--- config.mk ---
export PLATFORM = sky130hd
export DESIGN_NAME = srpc_top
export DESIGN_NICKNAME = d
export VERILOG_FILES = /design/src/rtl/srpc_pkg.sv /design/src/rtl/srpc_wel.sv /design/src/rtl/srpc_gate.sv /design/src/rtl/srpc_store.sv /design/src/rtl/srpc_top.sv
export SDC_FILE = /design/constraint.sdc
export NUM_CORES = 1
export LEC_CHECK = 0
export ABC_CLOCK_PERIOD_IN_PS = 4250
export BUFFER_PORTS_ARGS = -buffer_cell sky130_fd_sc_hd__clkbuf_2
export CORE_MARGIN = 3
export CORE_UTILIZATION = 45
export DETAILED_ROUTE_END_ITERATION = 8
export HOLD_SLACK_MARGIN = 0.1
export PLACE_DENSITY = 0.87
export SLEW_MARGIN = 20
export SYNTH_ARGS = -nofsm -noshare
export SYNTH_HDL_FRONTEND = slang
export SYNTH_SLANG_ARGS = --single-unit
--- constraint.sdc ---
create_clock -name clk -period 4.25 [get_ports clk]
set_clock_uncertainty 0.05 [all_clocks]
set_input_delay 0.85 -clock clk [delete_from_list [all_inputs] [get_ports clk]]
set_output_delay 0.85 -clock clk [all_outputs]
set_load 0.01 [all_outputs]
--- src/rtl/srpc_pkg.sv ---
// Shared types for the status-register protection controller.
// Assumes the lock mode is formed as {upper protect bit, lower protect bit}.
package srpc_pkg;
    typedef enum logic [1:0] {
        LK_SOFT      = 2'b00,
        LK_PIN       = 2'b01,
        LK_UNTIL_PWR = 2'b10,
        LK_FOREVER   = 2'b11
    } lock_mode_e;
endpackage

--- src/rtl/srpc_wel.sv ---
// Write-enable latch. It is armed by a strobe and cleared by any write attempt or power cycle.
// Assumes consume_i is high only in a cycle that carries a real write attempt.
module srpc_wel (
    input  logic clk,
    input  logic rst_n,
    input  logic set_i,
    input  logic consume_i,
    input  logic pwr_i,
    output logic wel_o
);
    // Latch update: clearing wins over arming.
    always_ff @(posedge clk) begin
        if (!rst_n)                 wel_o <= 1'b0;
        else if (pwr_i || consume_i) wel_o <= 1'b0;
        else if (set_i)             wel_o <= 1'b1;
    end

    AST_WEL_DROPS: assert property (@(posedge clk) disable iff (!rst_n)
        (consume_i || pwr_i) |=> !wel_o);
endmodule

--- src/rtl/srpc_gate.sv ---
// Combinational write gate. It maps the lock mode, pin, quad-enable and latch to accept/refuse.
// Assumes a power-cycle event drops any concurrent request.
module srpc_gate
    import srpc_pkg::*;
(
    input  lock_mode_e mode_i,
    input  logic       wp_n_i,
    input  logic       qe_i,
    input  logic       wel_i,
    input  logic       req_i,
    input  logic       pwr_i,
    output logic       accept_o,
    output logic       refuse_o
);
    logic pin_high;
    logic mode_open;
    logic live_req;

    // Decide whether the current lock mode lets a write through.
    always_comb begin
        pin_high = qe_i | wp_n_i;
        live_req = req_i & ~pwr_i;
        unique case (mode_i)
            LK_SOFT:      mode_open = 1'b1;
            LK_PIN:       mode_open = pin_high;
            LK_UNTIL_PWR: mode_open = 1'b0;
            default:      mode_open = 1'b0;
        endcase
        accept_o = live_req & mode_open & wel_i;
        refuse_o = live_req & ~(mode_open & wel_i);
    end
endmodule

--- src/rtl/srpc_store.sv ---
// Register storage and outcome pulses. It applies accepted writes and the power-cycle release.
// Assumes accept_i and refuse_i are never high together.
module srpc_store
    import srpc_pkg::*;
#(
    parameter int unsigned SR_W  = 16,
    parameter int unsigned POS_L = 7,
    parameter int unsigned POS_H = 8
) (
    input  logic            clk,
    input  logic            rst_n,
    input  logic            accept_i,
    input  logic            refuse_i,
    input  logic            pwr_i,
    input  logic [SR_W-1:0] data_i,
    output logic [SR_W-1:0] sr_o,
    output logic            ack_o,
    output logic            nak_o
);
    lock_mode_e mode_now;
    assign mode_now = lock_mode_e'({sr_o[POS_H], sr_o[POS_L]});

    // Register contents: a power cycle has priority, then an accepted write.
    always_ff @(posedge clk) begin
        if (!rst_n) begin
            sr_o <= '0;
        end else if (pwr_i) begin
            if (mode_now == LK_UNTIL_PWR) begin
                sr_o[POS_H] <= 1'b0;
                sr_o[POS_L] <= 1'b0;
            end
        end else if (accept_i) begin
            sr_o <= data_i;
        end
    end

    // One-cycle outcome pulses.
    always_ff @(posedge clk) begin
        if (!rst_n) begin
            ack_o <= 1'b0;
            nak_o <= 1'b0;
        end else begin
            ack_o <= accept_i;
            nak_o <= refuse_i;
        end
    end

    AST_ONE_OUTCOME: assert property (@(posedge clk) disable iff (!rst_n)
        !(ack_o && nak_o));
    AST_NAK_KEEPS: assert property (@(posedge clk) disable iff (!rst_n)
        refuse_i |=> $stable(sr_o));
    AST_FOREVER_HOLDS: assert property (@(posedge clk) disable iff (!rst_n)
        (mode_now == LK_FOREVER) |=> (mode_now == LK_FOREVER));
    AST_PWR_RELEASE: assert property (@(posedge clk) disable iff (!rst_n)
        (pwr_i && mode_now == LK_UNTIL_PWR) |=> (mode_now == LK_SOFT));
    AST_UNTIL_PWR_REFUSES: assert property (@(posedge clk) disable iff (!rst_n)
        (mode_now == LK_UNTIL_PWR && !pwr_i) |=> !ack_o);
endmodule

--- src/rtl/srpc_top.sv ---
// Status register write-protection controller top level.
// Assumes the write strobe and the power-cycle event are single-cycle, synchronous pulses.
module srpc_top
    import srpc_pkg::*;
#(
    parameter int unsigned SR_W   = 16,
    parameter int unsigned POS_L  = 7,
    parameter int unsigned POS_H  = 8,
    parameter int unsigned POS_QE = 9
) (
    input  logic            clk,
    input  logic            rst_n,
    input  logic            wel_set_i,
    input  logic            wr_req_i,
    input  logic [SR_W-1:0] wr_data_i,
    input  logic            wp_n_i,
    input  logic            hold_n_i,
    input  logic            pwr_cycle_i,
    output logic [SR_W-1:0] sr_o,
    output logic            wr_ack_o,
    output logic            wr_nak_o,
    output logic            quad_mode_o,
    output logic            hold_o
);
    logic       wel;
    logic       accept;
    logic       refuse;
    logic       qe;
    lock_mode_e mode;

    // Decode the stored fields that drive the gate and the pin function.
    always_comb begin
        qe          = sr_o[POS_QE];
        mode        = lock_mode_e'({sr_o[POS_H], sr_o[POS_L]});
        quad_mode_o = qe;
        hold_o      = ~qe & ~hold_n_i;
    end

    srpc_wel u_wel (
        .clk       (clk),
        .rst_n     (rst_n),
        .set_i     (wel_set_i),
        .consume_i (wr_req_i & ~pwr_cycle_i),
        .pwr_i     (pwr_cycle_i),
        .wel_o     (wel)
    );

    srpc_gate u_gate (
        .mode_i   (mode),
        .wp_n_i   (wp_n_i),
        .qe_i     (qe),
        .wel_i    (wel),
        .req_i    (wr_req_i),
        .pwr_i    (pwr_cycle_i),
        .accept_o (accept),
        .refuse_o (refuse)
    );

    srpc_store #(.SR_W(SR_W), .POS_L(POS_L), .POS_H(POS_H)) u_store (
        .clk      (clk),
        .rst_n    (rst_n),
        .accept_i (accept),
        .refuse_i (refuse),
        .pwr_i    (pwr_cycle_i),
        .data_i   (wr_data_i),
        .sr_o     (sr_o),
        .ack_o    (wr_ack_o),
        .nak_o    (wr_nak_o)
    );

    AST_PIN_LOCK: assert property (@(posedge clk) disable iff (!rst_n)
        (wr_req_i && !pwr_cycle_i && mode == LK_PIN && !wp_n_i && !qe) |=> wr_nak_o);
    AST_NO_ARM_NO_ACK: assert property (@(posedge clk) disable iff (!rst_n)
        (wr_req_i && !wel) |=> !wr_ack_o);
    AST_PWR_DROPS_REQ: assert property (@(posedge clk) disable iff (!rst_n)
        pwr_cycle_i |=> !(wr_ack_o || wr_nak_o));
endmodule

# == Word level (Yosys, flattened, before mapping) ==
# Cells that the tools add are included.
# op_classes
muxes,4
bitwise_logic,12
reduce_logical,6
shifts,0
n_addsub,0
eq_ne,3
div,0
n_mul,0
magnitude_cmp,0
# ops
op,count
$mux W9,1
$and A1 B1 Y1,6
$not A1 Y1,5
$mux W2,2
$reduce_and A2 Y1,2
$eq A2 B1 Y1 const B,1
$eq A2 B2 Y1 const B,1
$logic_not A2 Y1,1
$ne A2 B1 Y1 const B,1
$pmux W1 S2,1
$reduce_bool A2 Y1,1
$reduce_or A2 Y1,1
$logic_or A1 B1 Y1,1
$or A1 B1 Y1,1
# totals
latchBits,0
n_memories,0
output_inout_bits,20
regBits,19
mem_bits_rw,0
mem_bits_ro,0
inputBits,23
elab_cells,30

# == Depth between registers and ports, before layout ==
# Gate-level depths: netlist (run 1).
# logic_depth
word_depth,6
ltp_mapped,5
mapped_depth_nobuf,3

# == By module ==
# A second synthesis (run 1) with hierarchy kept.
# hier_totals
cells_unflattened,89
area_unflattened_um2,915.9
# modules_own_cells
mod,area_per_inst_um2,seq_area_each_um2,cells_each,n_inst
srpc_store,808.3,360.3,77,1
srpc_gate,43.8,0.0,6,1
srpc_wel,38.8,20.0,3,1
srpc_top,25.0,0.0,3,1

# == Worst setup path before layout (run 1) ==
# OpenSTA, ideal clock, no wires.
# synth_path
path_kind,input -> register
from,input port wp_n_i
to,register u_store.ack_o
arrival_time_ns,1.837
setup_ns,0.116
setup_slack_ns,2.247
path_stages,5
n_path_buf,2
t_required_ns,4.084
path_cell_list,or3b_1 -> and4b_1 -> buf_6 -> buf_12 -> and2_2
# synth_between
elab_chain_cells,4
# synth_lines
item,line_no,source
"start, declared",srpc_top.sv:16,"input logic wp_n_i,"
$or A1 B1 Y1,srpc_gate.sv:21,pin_high = qe_i | wp_n_i;
$pmux W1 S2,srpc_gate.sv:23,unique case (mode_i)
$and A1 B1 Y1 (2 in a row),srpc_gate.sv:29,accept_o = live_req & mode_open & wel_i;
"end signal, assigned",srpc_store.sv:43,ack_o <= accept_i;
"end, declared",srpc_store.sv:17,"output logic ack_o,"
# Every way passes these cells.
# A chain may end at the register's enable or synchronous reset.

# == Final worst setup path (run 1) ==
# layout_path
from,input port pwr_cycle_i
to,register u_store.sr_o[13]
# layout_between
elab_chain_cells,5
# layout_lines
item,line_no,source
"start, declared",srpc_top.sv:18,"input logic pwr_cycle_i,"
$not A1 Y1 *,srpc_gate.sv:22,live_req = req_i & ~pwr_i;
$and A1 B1 Y1,srpc_gate.sv:22,
$and A1 B1 Y1 (2 in a row),srpc_gate.sv:29,
$reduce_and A2 Y1 (no line) *,--,
"end signal, assigned",srpc_store.sv:33,sr_o <= data_i;
"end, declared",srpc_store.sv:16,"output logic [SR_W-1:0] sr_o,"
# Every way passes the cells marked *; elsewhere a longest branch is shown, timed or not.

==> results.yml, run 1 <==
floorplanning:
  core_area_um2: 1580
  fp.dieH_um: 47.7
  die_width_um: 47.7
  dieArea_um2: 2270
  initial_core_util: 0.495
  rows: 14
  ios: 43
clocking:
  cts.clk_slew.worst_paths_ps: 90
  clock_sinks: 19
  cts_buffer_depth: 2
  worstSkewPairLatency_ps: 280
  cts_root_buf: "clkbuf_4"
  cts_tree: "done"
  cts_setup_buffers: 0
  hold_buffers: 0
  cts_inserted_buffers: 3
  ctsResizeCount: 0
  h-tree-depth: 1
pwr:
  power_leakage_nw: 0.464
  irDropWorstVdd_v: 0.000252
  powerDensity_nw_per_um2: 297
  power_mw: 0.292
global_routing:
  grt.busiest_layer: "met2"
  grt-ovfl-total: 0
  use_met1: 0.150
  grt_use_total: 0.153
  use_met2: 0.286
  grt_max_degree: 36
  grt_pass1_vias: 592
  grt_pass1_wl_um: 2390
  grt_use_met3: 0.0338
  antenna_found_initial: 0
critical_path:
  max_stage_delay_ps: 840
  critPathMaxFanout: 17
  r2r_slack_ps: 2450
  critPathRequiredTime_ps: 4410
  path_buf_inv: 1
  end_kind: "register"
  cp.depth: 4
  worstReg2RegStart: "u_store.sr_o[9]$_SDFFE_PN0P_"
  cp-endpoint: "u_store.sr_o[13]$_SDFFE_PN0P_"
  ff2ff_path_depth: 3
  critPathLaunchType: "primary input"
  path_class: "in -> reg"
  crit_start: "pwr_cycle_i"
  crit_chain: "clkbuf_2 -> nor2b_1 -> and4b_1 -> mux2i_1"
  cp_slowest_cell: "and4b_1"
  arrival_ps: 2210
  crit_family: "simple AND/OR/NAND/NOR gates"
  rr_endpoint: "u_store.sr_o[8]$_SDFFE_PN0P_"
placement:
  dp.cells: 134
  hpwl_um: 1280
  routabilityCongestion: 0.647
  portBuffers: 42
  dpl-instance-area_um2: 957
  post-place-ws_ps: 1890
drt:
  drc: 0
  firstDrtPassIters: 4
  dr.first_iter.drc_count: 8
  routed_wl_um: 1660
  num_vias: 687
  routedWlPerCell_um: 12.1
  drtAntennaViolNets: 0
  vias_per_cell: 4.98
finish:
  syn2layout_area_growth_pct: 26.0
  utilization: 0.624
  num-fill-cells: 139
  stdcell_area_um2: 983
  final_cells: 138
  diodes: 0
  fin_nets: 146
  drive_gt1_frac: 0.385
timing:
  setup_ws_ps: 2200
  setup_viol: 0
  fin_tns_setup_ps: 0
  period_needed_ps: 2050
  whs_ps: 409
  clock.fmax_mhz: 487
  fin_crit_sh: 0.483
  hold_viol: 0
  rsz0062_at_grt: "false"
  timing.slew.headroom: 0.375
  drv_slew: 0
  worstMarginPinSlew_ps: 936
flow_run:
  max_cap_viol_count: 0
yosys:
  synth_area_um2: 781
  synth_area_per_cell_um2: 9.41
  yosysWarnings: 0
  ys_seq_elements: 19
  ys_types: 17
  yosysSeqAreaShare: 0.487
  syn_nets: 106
  synthCells: 83
hold_path:
  hold_class: "reg -> reg"
outcome:
  status: "finished clean"
synth_stat cells:
library cell | n | area [um2]
nand2b_1 | 1 | 6.26
nor2_1 | 2 | 7.51
buf_12 | 1 | 20.0
nor4b_1 | 1 | 8.76
mux2i_1 | 15 | 150
and2_2 | 1 | 7.51
buf_4 | 1 | 7.51
and4b_1 | 1 | 10.0
buf_6 | 1 | 11.3
nand2_1 | 30 | 113
and3_1 | 2 | 12.5
or3b_1 | 1 | 8.76
nand3b_1 | 1 | 7.51
clkbuf_1 | 4 | 15.0
dfxtp_1 | 19 | 380
nor2b_1 | 1 | 6.26
a31o_2 | 1 | 8.76
placed cells by master (no fill, tap or decap):
cell / netlist / layout
dfxtp_1: 19 / 19
and2_2: 1 / 1
and3_1: 2 / 2
clkbuf_1: 4 / 1
clkbuf_2: 0 / 42
nor2_1: 2 / 2
nor2b_1: 1 / 1
nand2b_1: 1 / 1
nor4b_1: 1 / 1
mux2i_1: 15 / 15
nand3b_1: 1 / 1
and4b_1: 1 / 1
nand2_1: 30 / 30
a31o_2: 1 / 1
clkbuf_4: 0 / 3
or3b_1: 1 / 1
cell families (layout without fill, tap and decap cells):
kind of cell           Yosys count  count (layout)  synth area share
AOI/OAI and AO/OA                1               1            0.0112
and+or+nand+nor                 41              41             0.240
muxes                           15              15             0.192
buffers and inverters            7              46            0.0689
DFF                             19              19             0.487
how the worst min path moves through the flow:
stage / from / end / slack (ps) / cells after the start
finish: u_store.sr_o[4]$_SDFFE_PN0P_ / u_store.sr_o[4]$_SDFFE_PN0P_ / 410 / 2
global route: u_store.sr_o[4]$_SDFFE_PN0P_ / u_store.sr_o[4]$_SDFFE_PN0P_ / 430 / 2
CTS: u_store.sr_o[4]$_SDFFE_PN0P_ / u_store.sr_o[4]$_SDFFE_PN0P_ / 410 / 2
detailed placement: u_store.sr_o[15]$_SDFFE_PN0P_ / u_store.sr_o[15]$_SDFFE_PN0P_ / 400 / 2
global placement: u_store.sr_o[4]$_SDFFE_PN0P_ / u_store.sr_o[4]$_SDFFE_PN0P_ / 400 / 2
floorplan: u_store.sr_o[0]$_SDFFE_PN0P_ / u_store.sr_o[0]$_SDFFE_PN0P_ / 430 / 2
worst min-delay path, delay by kind of cell, from the launching register on:
kind / cells / cell delay [ps]
DFF: 1 / 320
and+or+nand+nor: 1 / 50
muxes: 1 / 50
layer usage:
metal	up-vias	share of wire	wire, um
li1	347	-	-
met1	317	0.37	619
met2	19	0.56	936
met3	4	0.043	72
met4	0	0.021	35
met5	-	0	0
area by class of cell:
cell class,instances,area [um2],share of cell area
Sequential cell,19,380,0.387
Clock buffer,4,26.3,0.0267
Multi-Input combinational cell,57,347,0.352
Timing Repair Buffer,42,210,0.214
Tap cell,16,20.0,0.0204
state kept, by name, summed over array words and instances, names as in the netlist:
| register | cells |
|---|---|
| u_store.nak_o | 1 |
| u_store.sr_o | 16 |
| u_store.ack_o | 1 |
| u_wel.wel_o | 1 |
power by group:
group	switching, mW	total [mW]	internal, mW
registers	0.00101	0.181	0.180
clock network	0.0496	0.0860	0.0364
logic	0.0128	0.0254	0.0126
(Power assumes the default switching activity.)
==> inputs of run 2 (changes only) <==
ABC_CLOCK_PERIOD_IN_PS = 1700   (was 4250)
CORE_UTILIZATION = 38   (was 45)
PLACE_DENSITY = 0.79   (was 0.87)
clock period = 1.7 ns   (was 4.25 ns; I/O delays follow)
==> results.yml, run 2 (synthesized netlist as in run 1, its figures left out) <==
finish:
  final_cell_mix: "clkbuf_2 (42), nand2_1 (30), dfxtp_1 (19)"
  fin_nets: 150
  final_common_cell: "clkbuf_2"
  diodes: 0
  syn2layout_area_growth_pct: 31.4
  regMostFlops: "u_store.sr_o"
  largest_reg_flops: 16
  stdcell_area_um2: 1030
  drive_gt1_frac: 0.413
critical_path:
  path_class: "reg -> reg"
  critPathMaxFanout: 10
  ff2ff_path_depth: 4
  arrival_ps: 1690
  crit_chain: "or3b_1 -> and4b_1 -> buf_4 -> and2_2"
  max_stage_delay_ps: 410
  cp_slowest_cell: "or3b_1"
  critPathRequiredTime_ps: 1850
  end_kind: "register"
  critPathLaunchType: "register"
clocking:
  clock_sinks: 19
  cts_tree: "done"
  cts.clk_slew.worst_paths_ps: 100
  cts_buffer_depth: 2
  h-tree-depth: 1
  worstSkewPairLatency_ps: 300
  hold_buffers: 0
  cts_setup_buffers: 0
  cts_root_buf: "clkbuf_4"
  ctsResizeCount: 0
  cts_inserted_buffers: 3
floorplanning:
  fp.dieH_um: 51.3
  ios: 43
  initial_core_util: 0.424
  die_width_um: 51.3
  rows: 15
  dieArea_um2: 2630
  core_area_um2: 1840
placement:
  portBuffers: 42
  routabilityCongestion: 0.830
  hpwl_um: 1430
  dpl-instance-area_um2: 998
global_routing:
  grt_use_total: 0.149
  grt-ovfl-total: 0
  grt_pass1_vias: 691
  grt_max_degree: 15
  antenna_found_initial: 0
  grt_pass1_wl_um: 2930
drt:
  drc: 0
  routed_wl_um: 1740
  drtAntennaViolNets: 0
  routedWlPerCell_um: 11.5
  vias_per_cell: 4.58
  num_vias: 691
  firstDrtPassIters: 4
  dr.first_iter.drc_count: 10
timing:
  worstMarginPinSlew_ps: 235
  clock.fmax_mhz: 650
  timing.slew.headroom: 0.841
  setup_viol: 0
  rsz0062_at_grt: "false"
  fin_crit_sh: 0.906
  hold_viol: 0
  whs_ps: 160
  fin_tns_setup_ps: 0
  period_needed_ps: 1540
  drv_slew: 0
pwr:
  powerDensity_nw_per_um2: 725
  power_leakage_nw: 0.488
  irDropWorstVdd_v: 0.000367
hold_path:
  hold_class: "in -> reg"
  holdPathStages: 2
outcome:
  status: "finished clean"
flow_run:
  max_cap_viol_count: 0
-- run 2: changes by cell type in the layout (fill, tap and decap cells not counted) --
cell	previous run	this run
clkinv_2	0	1
buf_4	0	4
clkbuf_1	1	0
-- run 2: per-stage QoR --
step / instances / util / power, mW / worst slack (ps)
2_1_floorplan: 83 / - / 0.494 / 158
3_3_place_gp: 147 / 0.543 / 0.528 / 170
3_5_place_dp: 147 / 0.543 / 0.531 / 129
4_1_cts: 151 / 0.558 / 0.754 / 159
5_1_grt: 151 / 0.558 / 0.779 / 67.2
6_report: 151 / 0.558 / 0.744 / 161
-- run 2: worst max-delay path, delay by kind of cell (launching register included) --
family / cells / cell delay [ps]
buf+inv: 1 / 200
flops: 1 / 360
simple gates: 3 / 830
-- run 2: layout make-up --
type	count	area, um2
flip-flops and latches	19	380
well taps	25	31.3
repair buffers	46	240
clock buffers	3	22.5
fillers	195	813
clock inverters	1	5.00
multi-input cells	57	347
-- run 2: routing by layer --
metal | global-route usage | wire length (um) | vias to the layer above
met4 | 0.109 | 57 | 0
met5 | 0 | 0 | -
li1 | - | - | 355
met3 | 0.0262 | 72 | 6
met2 | 0.266 | 962 | 21
met1 | 0.156 | 647 | 309
-- run 2: path summary, 6_finish.rpt --
path                                 start                            end  slack (ps)
min reg2reg  u_store.sr_o[15]$_SDFFE_PN0P_  u_store.sr_o[15]$_SDFFE_PN0P_         420
max reg2reg   u_store.sr_o[9]$_SDFFE_PN0P_       u_store.ack_o$_SDFF_PN0_         160
max           u_store.sr_o[9]$_SDFFE_PN0P_       u_store.ack_o$_SDFF_PN0_         160
min                               wr_req_i       u_wel.wel_o$_SDFFE_PP0P_         160
-- run 2: report_power, final --
| part | internal, mW | switching, mW | total (mW) |
|---|---|---|---|
| Sequential | 0.450 | 0.00257 | 0.452 |
| Combinational | 0.0348 | 0.0327 | 0.0675 |
| Clock | 0.0877 | 0.136 | 0.224 |
| Total | 0.572 | 0.172 | 0.744 |
==> inputs of run 3 (changes only) <==
ABC_CLOCK_PERIOD_IN_PS = not set   (was 1700)
PLACE_DENSITY = not set   (was 0.79)
PLACE_DENSITY_LB_ADDON = 0.12   (was not set)
==> results.yml, run 3 (synthesized netlist as in run 1, its figures left out) <==
floorplanning:
  core_area_um2: 1840
  ios: 43
  dieArea_um2: 2630
  initial_core_util: 0.424
  rows: 15
  fp.dieH_um: 51.3
  die_width_um: 51.3
clocking:
  worstSkewPairLatency_ps: 300
  cts_root_buf: "clkbuf_4"
  ctsResizeCount: 0
  cts.clk_slew.worst_paths_ps: 110
  cts_tree: "done"
  cts_inserted_buffers: 3
  hold_buffers: 0
  h-tree-depth: 1
  clock_sinks: 19
  cts_setup_buffers: 0
  cts_buffer_depth: 2
finish:
  regMostFlops: "u_store.sr_o"
  diodes: 0
  final_common_cell: "clkbuf_2"
  utilization: 0.558
  final_cell_mix: "clkbuf_2 (42), nand2_1 (30), dfxtp_1 (19)"
  stdcell_area_um2: 1030
  fin_nets: 150
  final_cells: 151
  largest_reg_flops: 16
  drive_gt1_frac: 0.413
  syn2layout_area_growth_pct: 31.4
global_routing:
  grt_pass1_wl_um: 2620
  antenna_found_initial: 0
  grt_use_total: 0.131
  grt-ovfl-total: 0
  grt_pass1_vias: 646
  grt_max_degree: 22
pwr:
  powerDensity_nw_per_um2: 720
  sequentialPowerShare: 0.612
  switching_share: 0.228
  irDropWorstVdd_v: 0.000515
  power_mw: 0.739
  power_leakage_nw: 0.488
  p_sw_mw: 0.168
  clkPwrFrac: 0.300
  intPower_mw: 0.571
  power_frac_comb: 0.088
timing:
  whs_ps: 151
  timing.slew.headroom: 0.826
  worstMarginPinSlew_ps: 261
  clock.fmax_mhz: 665
  hold_viol: 0
  rsz0062_at_grt: "false"
  period_needed_ps: 1500
  fin_tns_setup_ps: 0
  drv_slew: 0
  setup_viol: 0
  fin_crit_sh: 0.885
  setup_ws_ps: 195
drt:
  dr.first_iter.drc_count: 1
  firstDrtPassIters: 3
  drc: 0
  routed_wl_um: 1530
  vias_per_cell: 4.53
  routedWlPerCell_um: 10.2
  num_vias: 684
  drtAntennaViolNets: 0
critical_path:
  crit_chain: "or3b_1 -> and4b_1 -> buf_4 -> and2_2"
  critPathMaxFanout: 6
  critPathRequiredTime_ps: 1860
  max_stage_delay_ps: 400
  path_class: "reg -> reg"
  end_kind: "register"
  critPathLaunchType: "register"
  arrival_ps: 1660
  crit_family: "simple AND/OR/NAND/NOR gates"
  cp_slowest_cell: "dfxtp_1"
  path_buf_inv: 1
placement:
  hpwl_um: 1190
  dp.cells: 147
  portBuffers: 42
  dpl-instance-area_um2: 998
  routabilityCongestion: 0.790
  post-place-ws_ps: 171
flow_run:
  max_cap_viol_count: 0
outcome:
  status: "finished clean"
hold_path:
  hold_class: "in -> reg"
## run 3: layout make-up
class / count / area [um2]
Timing Repair Buffer: 46 / 240
Sequential cell: 19 / 380
Clock buffer: 3 / 22.5
Fill cell: 200 / 813
Tap cell: 25 / 31.3
Clock inverter: 1 / 5.00
Multi-Input combinational cell: 57 / 347
## run 3: metal layers
metal  part of all wire  GRT usage
met1               0.42      0.149
met2               0.49      0.221
met3              0.073     0.0554
met4              0.018     0.0393
met5                  0          0
## run 3: worst reg2reg max path: cells and delay by family (launching register included)
kind | cells | cell delay (ps)
buffers and inverters | 1 | 180
flip-flops | 1 | 400
AND/OR/NAND/NOR | 3 | 790
## run 3: final timing paths
| check | from | to | slack, ps | cells after the start |
|---|---|---|---|---|
| hold / removal | wr_req_i | u_wel.wel_o$_SDFFE_PP0P_ | 150 | 2 |
| hold reg to reg | u_store.sr_o[10]$_SDFFE_PN0P_ | u_store.sr_o[10]$_SDFFE_PN0P_ | 420 | 2 |
| setup reg to reg | u_store.sr_o[7]$_SDFFE_PN0P_ | u_store.ack_o$_SDFF_PN0_ | 200 | 4 |
| setup / recovery | u_store.sr_o[7]$_SDFFE_PN0P_ | u_store.ack_o$_SDFF_PN0_ | 200 | 4 |
## run 3: power groups by stage
stage,clock (mW),combinational (mW),sequential [mW]
after floorplan,0,0.0303,0.464
after global placement,0,0.0648,0.462
after detailed placement,0,0.0660,0.462
after CTS,0.236,0.0661,0.452
after global routing,0.260,0.0755,0.453
final,0.222,0.0650,0.452
